File: src/rtl/sdram_seq_pkg.sv
package sdram_seq_pkg;

    // {cs_n, ras_n, cas_n, we_n}
    typedef enum logic [3:0] {
        CMD_MRS   = 4'b0000,
        CMD_REF   = 4'b0001,
        CMD_PRE   = 4'b0010,
        CMD_ACT   = 4'b0011,
        CMD_WR    = 4'b0100,
        CMD_RD    = 4'b0101,
        CMD_BST   = 4'b0110,
        CMD_NOP   = 4'b0111,
        CMD_DESEL = 4'b1111
    } cmd_e;

    typedef enum logic [1:0] {
        REQ_RD  = 2'd0,
        REQ_WR  = 2'd1,
        REQ_REF = 2'd2,
        REQ_MRS = 2'd3
    } req_kind_e;

    // address bit that carries auto-precharge / precharge-all
    localparam int AP_BIT = 10;

    function automatic logic is_column(input cmd_e c);
        return (c == CMD_RD) || (c == CMD_WR);
    endfunction

endpackage

File: src/rtl/sdram_bank_table.sv
module sdram_bank_table #(
    parameter int BANKS = 8,
    parameter int ROW_W = 15
) (
    input  logic                        clk,
    input  logic                        rst,
    input  logic                        open_req,
    input  logic                        close_req,
    input  logic                        close_all,
    input  logic [$clog2(BANKS)-1:0]    sel,
    input  logic [ROW_W-1:0]            row,
    output logic [BANKS-1:0]            open_vec,
    output logic [BANKS-1:0][ROW_W-1:0] row_tab
);
    localparam int BA_W = $clog2(BANKS);

    for (genvar b = 0; b < BANKS; b++) begin : g_bank
        logic             is_open;
        logic [ROW_W-1:0] row_q;
        logic             hit;

        assign hit = (sel == BA_W'(b));

        always_ff @(posedge clk) begin
            if (rst) begin
                is_open <= 1'b0;
                row_q   <= '0;
            end else if (close_all || (close_req && hit)) begin
                is_open <= 1'b0;
            end else if (open_req && hit) begin
                is_open <= 1'b1;
                row_q   <= row;
            end
        end

        assign open_vec[b] = is_open;
        assign row_tab[b]  = row_q;
    end
endmodule

File: src/rtl/sdram_trcd_timer.sv
module sdram_trcd_timer #(
    parameter int BANKS = 8,
    parameter int DLY_W = 4
) (
    input  logic                     clk,
    input  logic                     rst,
    input  logic                     start,
    input  logic [$clog2(BANKS)-1:0] sel,
    input  logic [DLY_W-1:0]         cfg_trcd,
    output logic [BANKS-1:0]         ok
);
    localparam int BA_W = $clog2(BANKS);

    logic [DLY_W-1:0] load_val;
    // a delay of 0 is treated as 1: the counter then starts at zero
    assign load_val = cfg_trcd - DLY_W'(cfg_trcd != '0);

    for (genvar b = 0; b < BANKS; b++) begin : g_cnt
        logic [DLY_W-1:0] cnt;

        always_ff @(posedge clk) begin
            if (rst) begin
                cnt <= '0;
            end else if (start && (sel == BA_W'(b))) begin
                cnt <= load_val;
            end else if (cnt != '0) begin
                cnt <= cnt - 1'b1;
            end
        end

        assign ok[b] = (cnt == '0);
    end
endmodule

File: src/rtl/sdram_rd_latency.sv
module sdram_rd_latency #(
    parameter int DLY_W = 4
) (
    input  logic             clk,
    input  logic             rst,
    input  logic             rd_issue,
    input  logic [DLY_W-1:0] cfg_cl,
    output logic             rd_valid
);
    localparam int LAT_N = 1 << DLY_W;

    logic [LAT_N-1:0] taps;
    logic [DLY_W-1:0] cl_eff;

    assign cl_eff = (cfg_cl == '0) ? DLY_W'(1) : cfg_cl;

    always_ff @(posedge clk) begin
        if (rst) begin
            taps <= '0;
        end else begin
            taps <= {taps[LAT_N-2:0], rd_issue};
        end
    end

    assign rd_valid = taps[cl_eff];
endmodule

File: src/rtl/sdram_cmd_seq.sv
module sdram_cmd_seq
    import sdram_seq_pkg::*;
#(
    parameter int ROW_W = 15,
    parameter int COL_W = 10,
    parameter int BANKS = 8,
    parameter int DLY_W = 4
) (
    input  logic                     clk,
    input  logic                     rst,
    input  logic                     req_valid,
    output logic                     req_ready,
    input  logic [1:0]               req_kind,
    input  logic [$clog2(BANKS)-1:0] req_bank,
    input  logic [ROW_W-1:0]         req_row,
    input  logic [COL_W-1:0]         req_col,
    input  logic                     req_autopre,
    input  logic [DLY_W-1:0]         cfg_trcd,
    input  logic [DLY_W-1:0]         cfg_cl,
    output logic                     mem_cke,
    output logic                     mem_cs_n,
    output logic                     mem_ras_n,
    output logic                     mem_cas_n,
    output logic                     mem_we_n,
    output logic [$clog2(BANKS)-1:0] mem_ba,
    output logic [ROW_W-1:0]         mem_addr,
    output logic                     rd_valid
);
    localparam int BA_W = $clog2(BANKS);

    typedef struct packed {
        req_kind_e        kind;
        logic [BA_W-1:0]  bank;
        logic [ROW_W-1:0] row;
        logic [COL_W-1:0] col;
        logic             ap;
    } req_t;

    req_t cur;
    logic busy;

    logic [BANKS-1:0]            open_vec;
    logic [BANKS-1:0][ROW_W-1:0] row_tab;
    logic [BANKS-1:0]            trcd_ok;

    cmd_e             nxt_cmd;
    logic [BA_W-1:0]  nxt_ba;
    logic [ROW_W-1:0] nxt_addr;
    logic             done;
    logic             tab_act, tab_close_one, tab_close_all;

    cmd_e             cmd_q;
    logic [BA_W-1:0]  ba_q;
    logic [ROW_W-1:0] addr_q;
    logic             cke_q;

    // ---------------- command decision ----------------
    always_comb begin
        nxt_cmd       = CMD_NOP;
        nxt_ba        = '0;
        nxt_addr      = '0;
        done          = 1'b0;
        tab_act       = 1'b0;
        tab_close_one = 1'b0;
        tab_close_all = 1'b0;
        if (busy) begin
            case (cur.kind)
                REQ_RD, REQ_WR: begin
                    if (!open_vec[cur.bank]) begin
                        nxt_cmd  = CMD_ACT;
                        nxt_ba   = cur.bank;
                        nxt_addr = cur.row;
                        tab_act  = 1'b1;
                    end else if (row_tab[cur.bank] != cur.row) begin
                        nxt_cmd       = CMD_PRE;
                        nxt_ba        = cur.bank;
                        tab_close_one = 1'b1;
                    end else if (trcd_ok[cur.bank]) begin
                        nxt_cmd                = (cur.kind == REQ_RD) ? CMD_RD : CMD_WR;
                        nxt_ba                 = cur.bank;
                        nxt_addr[COL_W-1:0]    = cur.col;
                        nxt_addr[AP_BIT]       = cur.ap;
                        tab_close_one          = cur.ap;
                        done                   = 1'b1;
                    end
                end
                default: begin
                    if (|open_vec) begin
                        nxt_cmd          = CMD_PRE;
                        nxt_addr[AP_BIT] = 1'b1;
                        tab_close_all    = 1'b1;
                    end else if (cur.kind == REQ_REF) begin
                        nxt_cmd = CMD_REF;
                        done    = 1'b1;
                    end else begin
                        nxt_cmd  = CMD_MRS;
                        nxt_ba   = cur.bank;
                        nxt_addr = cur.row;
                        done     = 1'b1;
                    end
                end
            endcase
        end
    end

    // ---------------- request holding and pin registers ----------------
    always_ff @(posedge clk) begin
        if (rst) begin
            busy   <= 1'b0;
            cur    <= '0;
            cke_q  <= 1'b0;
            cmd_q  <= CMD_DESEL;
            ba_q   <= '0;
            addr_q <= '0;
        end else begin
            cke_q  <= 1'b1;
            cmd_q  <= nxt_cmd;
            ba_q   <= nxt_ba;
            addr_q <= nxt_addr;
            if (!busy && req_valid) begin
                busy     <= 1'b1;
                cur.kind <= req_kind_e'(req_kind);
                cur.bank <= req_bank;
                cur.row  <= req_row;
                cur.col  <= req_col;
                cur.ap   <= req_autopre;
            end else if (done) begin
                busy <= 1'b0;
            end
        end
    end

    assign req_ready = !busy;
    assign mem_cke   = cke_q;
    assign {mem_cs_n, mem_ras_n, mem_cas_n, mem_we_n} = cmd_q;
    assign mem_ba    = ba_q;
    assign mem_addr  = addr_q;

    // ---------------- sub-blocks ----------------
    sdram_bank_table #(.BANKS(BANKS), .ROW_W(ROW_W)) u_table (
        .clk       (clk),
        .rst       (rst),
        .open_req  (tab_act),
        .close_req (tab_close_one),
        .close_all (tab_close_all),
        .sel       (cur.bank),
        .row       (cur.row),
        .open_vec  (open_vec),
        .row_tab   (row_tab)
    );

    sdram_trcd_timer #(.BANKS(BANKS), .DLY_W(DLY_W)) u_trcd (
        .clk      (clk),
        .rst      (rst),
        .start    (tab_act),
        .sel      (cur.bank),
        .cfg_trcd (cfg_trcd),
        .ok       (trcd_ok)
    );

    sdram_rd_latency #(.DLY_W(DLY_W)) u_rdlat (
        .clk      (clk),
        .rst      (rst),
        .rd_issue (nxt_cmd == CMD_RD),
        .cfg_cl   (cfg_cl),
        .rd_valid (rd_valid)
    );
endmodule

File: config.mk
export PLATFORM = sky130hd
export DESIGN_NAME = sdram_cmd_seq
export DESIGN_NICKNAME = d
export VERILOG_FILES = /design/src/rtl/sdram_seq_pkg.sv /design/src/rtl/sdram_bank_table.sv /design/src/rtl/sdram_trcd_timer.sv /design/src/rtl/sdram_rd_latency.sv /design/src/rtl/sdram_cmd_seq.sv
export SDC_FILE = /design/constraint.sdc
export NUM_CORES = 1
export LEC_CHECK = 0
export BUFFER_PORTS_ARGS = -buffer_cell sky130_fd_sc_hd__buf_2
export CAP_MARGIN = 10
export CORE_ASPECT_RATIO = 1.1
export CORE_MARGIN = 3
export CORE_UTILIZATION = 34
export DETAILED_ROUTE_END_ITERATION = 10
export MAX_ROUTING_LAYER = met4
export SETUP_SLACK_MARGIN = 0.3
export SLEW_MARGIN = 10
export SYNTH_ARGS = -nofsm -noshare
export SYNTH_HDL_FRONTEND = slang
export SYNTH_SLANG_ARGS = --single-unit
File: constraint.sdc
create_clock -name clk -period 2.5 [get_ports clk]
set_input_delay 0.25 -clock clk [delete_from_list [all_inputs] [get_ports clk]]
set_output_delay 0.25 -clock clk [all_outputs]
set_load 0.03 [all_outputs]
=== Yosys cells after proc, flatten, opt, wreduce, memory -nomap -nowiden ===
Index checks and enable logic that the tools add are counted.

* Word-level logic and storage cells: 208
* Output and inout port bits: 25
* Bits of input ports: 42
* Flip-flop bits (word level): 231

* Add/sub/neg operators: 9
* Order comparisons: 2
* Bitwise gates (word level): 9
* Reductions and logical operators: 74
* Multiplexer cells: 68
* Equal/unequal tests: 11

{| class="wikitable"
|+ Operators with widths
! operator !! number
|-
| two-way mux 4 bit || 21
|-
| binary-select mux 15 bit (select 3 bit) || 1
|-
| two-way mux 15 bit || 3
|-
| logical NOT 4 bit || 9
|-
| nonzero test 4 bit || 9
|-
| two-way mux 11 bit || 3
|-
| subtractor 4 x 1 -> 4 bit (second input constant) || 8
|-
| two-way mux 1 bit || 26
|-
| two-way mux 3 bit || 8
|-
| OR reduction 2 bit || 10
|-
| nonzero test 2 bit || 9
|-
| logical AND 1 bit || 17
|-
| AND reduction 2 bit || 8
|-
| inequality test 15 bit || 1
|-
| equality test 3 bit (second input constant) || 4
|-
| two-way mux 10 bit || 1
|-
| NOT 1 bit || 9
|-
| logical OR 1 bit || 8
|-
| OR reduction 8 bit || 1
|-
| binary-select mux 1 bit (select 3 bit) || 2
|-
| equality test 3 x 2 -> 1 bit (second input constant) || 2
|-
| < comparator 4 x 5 -> 1 bit (second input constant) || 1
|-
| binary-select mux 1 bit (select 4 bit) || 1
|-
| equality test 4 x 3 -> 1 bit (second input constant) || 1
|-
| 9 further kinds || 10
|}

=== Longest topological paths before layout ===
* Depth in word-level cells: 12
* Gate-level depth with buffers: 12
* Mapped depth without buffers: 9

=== Hierarchy ===
From an unflattened synthesis, not the netlist that was laid out.

* Cells, all modules: 1126
* Area, all modules: 11163.2 um^2

{| class="wikitable"
|+ Modules (own cells, without submodules)
! module !! cells an instance !! area an instance (um^2) !! instances
|-
| sdram_bank_table || 472 || 5163.7 || 1
|-
| sdram_cmd_seq || 357 || 3412.0 || 1
|-
| sdram_trcd_timer || 248 || 2023.2 || 1
|-
| sdram_rd_latency || 49 || 564.3 || 1
|}

=== Worst setup path after synthesis ===
OpenSTA, ideal clock, no wires.

* Kind: reg2reg
* From: reg cur[26] (netlist bit)
* To: reg u_table.g_bank[0].row_q[0]
* Path buffers: 3
* Clock period less this slack: 2345 ps
* Data arrival time: 2218 ps
* Setup slack: 155 ps
* Required time: 2372 ps
* Stages on the path, launching flop included: 9
* Cell sequence: dfxtp_1 -> buf_2 -> mux4_2 -> or2_2 -> clkbuf_1 -> nor3_2 -> buf_4 -> mux2i_1 -> nor2_1

* Word-level cells in the longest chain between the ends: 11
* Elaborated cells on any way between the ends: 21

{| class="wikitable"
|+ RTL lines
! item !! line !! RTL
|-
| start: declaration || sdram_cmd_seq.sv:39 || <nowiki>req_t cur;</nowiki>
|-
| binary-select mux 15 bit (select 3 bit) / binary-select mux 1 bit (select 3 bit) (equally long branches) || sdram_cmd_seq.sv:74, sdram_cmd_seq.sv:78 ||
|-
| two-way mux 15 bit (implied by the code) / two-way mux 1 bit (equally long branches) || sdram_cmd_seq.sv:74, sdram_cmd_seq.sv:78 ||
|-
| inequality test 15 bit / two-way mux 1 bit (equally long branches) || sdram_cmd_seq.sv:74, sdram_cmd_seq.sv:78 ||
|-
| two-way mux 1 bit || sdram_cmd_seq.sv:74 || <nowiki>end else if (row_tab[cur.bank] != cur.row) begin</nowiki>
|-
| two-way mux 1 bit || sdram_cmd_seq.sv:69 || <nowiki>if (!open_vec[cur.bank]) begin</nowiki>
|-
| two-way mux 1 bit || sdram_cmd_seq.sv:67 || <nowiki>case (cur.kind)</nowiki>
|-
| two-way mux 1 bit || sdram_cmd_seq.sv:66 || <nowiki>if (busy) begin</nowiki>
|-
| logical AND 1 bit || sdram_bank_table.sv:28 || <nowiki>end else if (close_all || (close_req && hit)) begin</nowiki>
|-
| logical OR 1 bit || sdram_bank_table.sv:28 ||
|-
| NOT 1 bit (no source line) || -- ||
|-
| AND reduction 2 bit (no source line) * || -- ||
|-
| end signal: assignment || sdram_bank_table.sv:32 || <nowiki>row_q <= row;</nowiki>
|-
| end: declaration || sdram_bank_table.sv:19 || <nowiki>logic [ROW_W-1:0] row_q;</nowiki>
|}

Mark *: on every way between the ends. The rest lies on a longest branch, timed or not. The select of a mux whose other input is x is not followed.
A chain may end at the register's enable or synchronous reset.

=== Final worst setup path ===
* From: reg cur[27] (netlist bit)
* To: reg u_table.g_bank[1].is_open

* Word-level cells in the longest chain between the ends: 10
* Elaborated cells on any way between the ends: 20

{| class="wikitable"
|+ RTL lines
! item !! line !! RTL
|-
| binary-select mux 15 bit (select 3 bit) / binary-select mux 1 bit (select 3 bit) (equally long branches) || sdram_cmd_seq.sv:74, sdram_cmd_seq.sv:78 ||
|-
| two-way mux 15 bit (implied by the code) / two-way mux 1 bit (equally long branches) || sdram_cmd_seq.sv:74, sdram_cmd_seq.sv:78 ||
|-
| inequality test 15 bit / two-way mux 1 bit (equally long branches) || sdram_cmd_seq.sv:74, sdram_cmd_seq.sv:78 ||
|-
| two-way mux 1 bit || sdram_cmd_seq.sv:74 ||
|-
| two-way mux 1 bit || sdram_cmd_seq.sv:69 ||
|-
| two-way mux 1 bit || sdram_cmd_seq.sv:67 ||
|-
| two-way mux 1 bit || sdram_cmd_seq.sv:66 ||
|-
| logical AND 1 bit || sdram_bank_table.sv:28 ||
|-
| logical OR 1 bit || sdram_bank_table.sv:28 ||
|-
| OR reduction 2 bit (no source line) || -- ||
|-
| end signal: assignment || sdram_bank_table.sv:26 || <nowiki>is_open <= 1'b0;</nowiki>
|-
| end signal: assignment || sdram_bank_table.sv:29 || <nowiki>is_open <= 1'b0;</nowiki>
|-
| end signal: assignment || sdram_bank_table.sv:31 || <nowiki>is_open <= 1'b1;</nowiki>
|-
| end: declaration || sdram_bank_table.sv:18 || <nowiki>logic is_open;</nowiki>
|}

Parallel ways exist; a longest one is shown, timed or not. The select of a mux whose other input is x is not followed.

==> impl_results.md <==
- Status: completed
- Area grow syn2layout: 33.1%
- Register bit total from synthesis: 231
- Share of async-settable or async-resettable flops after synthesis: 0%
- CP delay by family, top: simple AND/OR/NAND/NOR gates
- Grt total ovfl: 0
- Final Hold Fails: 0
- Max_cap viols: 0
- Minimum clock period: 2.47 ns
- Dominant synthesized flop cell: dfxtp_1
- Routed WL: 31.1 mm
- Die width: 172 um
- Crit-path max cell delay: 0.44 ns
- Ant diodes: 0
- Worst Tran Pin Value: 1.11 ns
- Worst skew pair latency: 0.53 ns
- Clock Skews: 0.0318 ns
- CTS Sinks: 231
- Seq/Total Area, Yosys: 45.1%
- Via/cell ratio: 5.20
- Largest net degree at the start of global routing: 168
- Routed length per instance: 17.6 um
- # IOs: 67
- Highest-count cells in the layout ignoring fill and taps: nand2_1, dfxtp_1, a21oi_1
- Power Density: 802 nW/um^2
- H-tree Lvls: 1
- RSZ-0062 raised after global routing: yes
- Core area: 29,600 um^2
- Layout cells sized above 1: 27.6%
- DRT iter0 DRCs: 745
- Final setup fails: 0
- Leak pwr: 0.00504 uW
- Post-layout util: 46.1%
- Clock tree buffer depth: 3
- Via count: 9,223
- Worst path cell trace: buf_12, mux2_2, o221ai_1, a22oi_2, xnor2_1, and4b_2, buf_4, nand4_4, a21oi_2
- Vias in the first global route: 8,740
- Slowest CP cell: dfxtp_4
- Pre-antenna DRT Iters: 5
- Post-placement cell area: 11,500 um^2
- DRC errors left: 0
- Post-Syn Area: 10,300 um^2
- Syn Inst Count: 1,234
- Nets: 1,444
- Worst Hold Class: in -> reg
- Die height: 188 um
- Yosys cell types: 56
- Most common cell after layout, fill and taps aside: nand2_1
- CP startpoint kind: flip-flop
- Synthesized net count: 1,294
- Final Max Slew Viols: 0
- GR Util All Layers: 19.0%
- Row count: 66
- Avg Cell Area, Syn: 8.32 um^2
- Crit. End Element: flip-flop
- Detail Placement HPWL: 19.6 mm
- Worst setup path class: reg -> reg
- CTS tree: built
- Max Freq: 404 MHz
- CP arrival: 2.94 ns
- Post-synth EDFFs: 0
- Sum Neg Setup Slack: 0 ns
- GP Congestion: 0.869
- First-pass GRT wire length: 47.7 mm
- Clock-pin slew on the worst setup and hold paths: 0.07 ns
- Final period utilization: 99.0%
- Design Area, Final: 13,700 um^2
- Yosys warnings: 0
- Port Buffer Count: 66
- Critical Path RT: 2.96 ns
- DRT antenna net count: 0
- TritonCTS Buffers: 25
- Root buf cell: clkbuf_16
- Buf+Inv Stages, Crit Path: 2
- Die area: 32,300 um^2
- Design Power: 11,000 uW
- Critical path peak fanout: 10
- Fillers: 2,792
- Starting density of the core: 34.6%
- Initial antenna violation count: 0
- VDD IR max: 0.430 mV
- Max-slew headroom: 25.2%
synth_stat cells (2+ instances only):
master	number	area share (%)
nand2_1	304	11
a31oi_1	2	0.12
ha_1	18	2.2
and2_1	7	0.43
buf_6	8	0.88
a22o_1	16	1.4
xnor2_1	21	1.8
o31ai_1	2	0.15
nand2b_1	3	0.18
and4_1	3	0.26
o21ai_0	19	0.93
a21bo_2	4	0.39
a221oi_1	4	0.34
nor4_1	5	0.30
a21oi_1	180	8.8
o221ai_1	2	0.17
or3_1	15	0.91
nor3_1	24	1.2
nor2_1	78	2.9
nor3b_1	9	0.66
dfxtp_1	231	45
buf_1	6	0.22
a22oi_1	12	0.88
buf_4	2	0.15
inv_1	24	0.88
nand3_1	5	0.24
xor2_1	4	0.34
buf_2	8	0.39
nand3b_1	6	0.44
mux2i_1	63	6.1
nand4_1	10	0.61
clkbuf_1	68	2.5
nor3_2	2	0.20
a211oi_1	7	0.51
o22ai_1	2	0.12
mux4_2	11	2.4
nor2b_1	22	1.3
nor2_2	3	0.18
mux2_2	7	0.77
worst paths after layout:
path	slack, ns	start	end	cells past startpoint
setup reg to reg	0.03	cur[27]$_SDFFE_PP0P_	u_table.g_bank[1].is_open$_SDFFE_PP0P_	9
hold reg to reg	0.45	u_table.g_bank[1].row_q[11]$_SDFFE_PP0P_	u_table.g_bank[1].row_q[11]$_SDFFE_PP0P_	2
setup / recovery	0.03	cur[27]$_SDFFE_PP0P_	u_table.g_bank[1].is_open$_SDFFE_PP0P_	9
hold / removal	0.01	req_row[6]	cur[17]$_SDFFE_PP0P_	3
through the flow:
step           hold slack (ns)  instances  worst slack [ns]
2_1_floorplan            0.278       1234             0.216
3_3_place_gp             0.439       1671            -0.130
3_5_place_dp             0.446       1671            -0.166
4_1_cts               0.000824       1766            0.0690
5_1_grt                0.00104       1772            -0.125
6_report                0.0114       1772            0.0252
power by group:
group / switching [uW] / internal [uW]
combinational: 1600 / 1550
sequential: 220 / 3970
clock: 1500 / 2120
total: 3310 / 7640
cell families (layout without fill, tap and decap cells):
group           count (synthesis)  after routing  synth area share (%)
compound gates                257            257                  14.3
flops                         231            231                  45.1
buf+inv                       117            281                  5.03
mux                            81             81                  9.32
xor+xnor                       25             25                  2.13
fa+ha+maj                      18             18                  2.19
simple gates                  505            505                  21.9
worst min-delay path, stage by stage:
cell and delay, ns:
buf_2 0.10, nand2_1 0.07, a21oi_1 0.06
per-layer routing:
metal / GRT usage (%) / part of all wire, % / vias up / routed length, um
met1: 24.9 / 44 / 4449 / 13600
met2: 30.4 / 49 / 216 / 15200
li1: - / - / 4491 / -
met5: - / 0 / - / 0
met3: 2.81 / 4.8 / 67 / 1500
met4: 5.76 / 2.8 / 0 / 867
timing repair:
action / 4_1_cts / 5_1_grt
gates cloned: 6 / 1
resized for setup: 58 / 153
setup endpoints to repair: 172 / 170
hold buffers: 25 / 0
hold endpoints to repair: 25 / 0
pin swaps: 8 / 12
buffers inserted: 23 / 5
sequential cells by signal, summed over array words and instances, names as in the netlist:
register and cells:
busy 1, cmd_q 4, cur 31, mem_addr 15, mem_ba 3, mem_cke 1
u_rdlat.taps 16, u_table.g_bank.is_open 8, u_table.g_bank.row_q 120, u_trcd.g_cnt.cnt 32
cell type report:
type	instances	area (um^2)	area share, %
flip-flops and latches	231	4630	33.9
multi-input cells	886	5790	42.4
inverters	25	93.8	0.687
repair buffers	215	1890	13.8
well taps	374	468	3.43
clock buffers	34	689	5.05
clock inverters	7	93.8	0.687
Note: power is estimated with default switching activity, not from simulation.
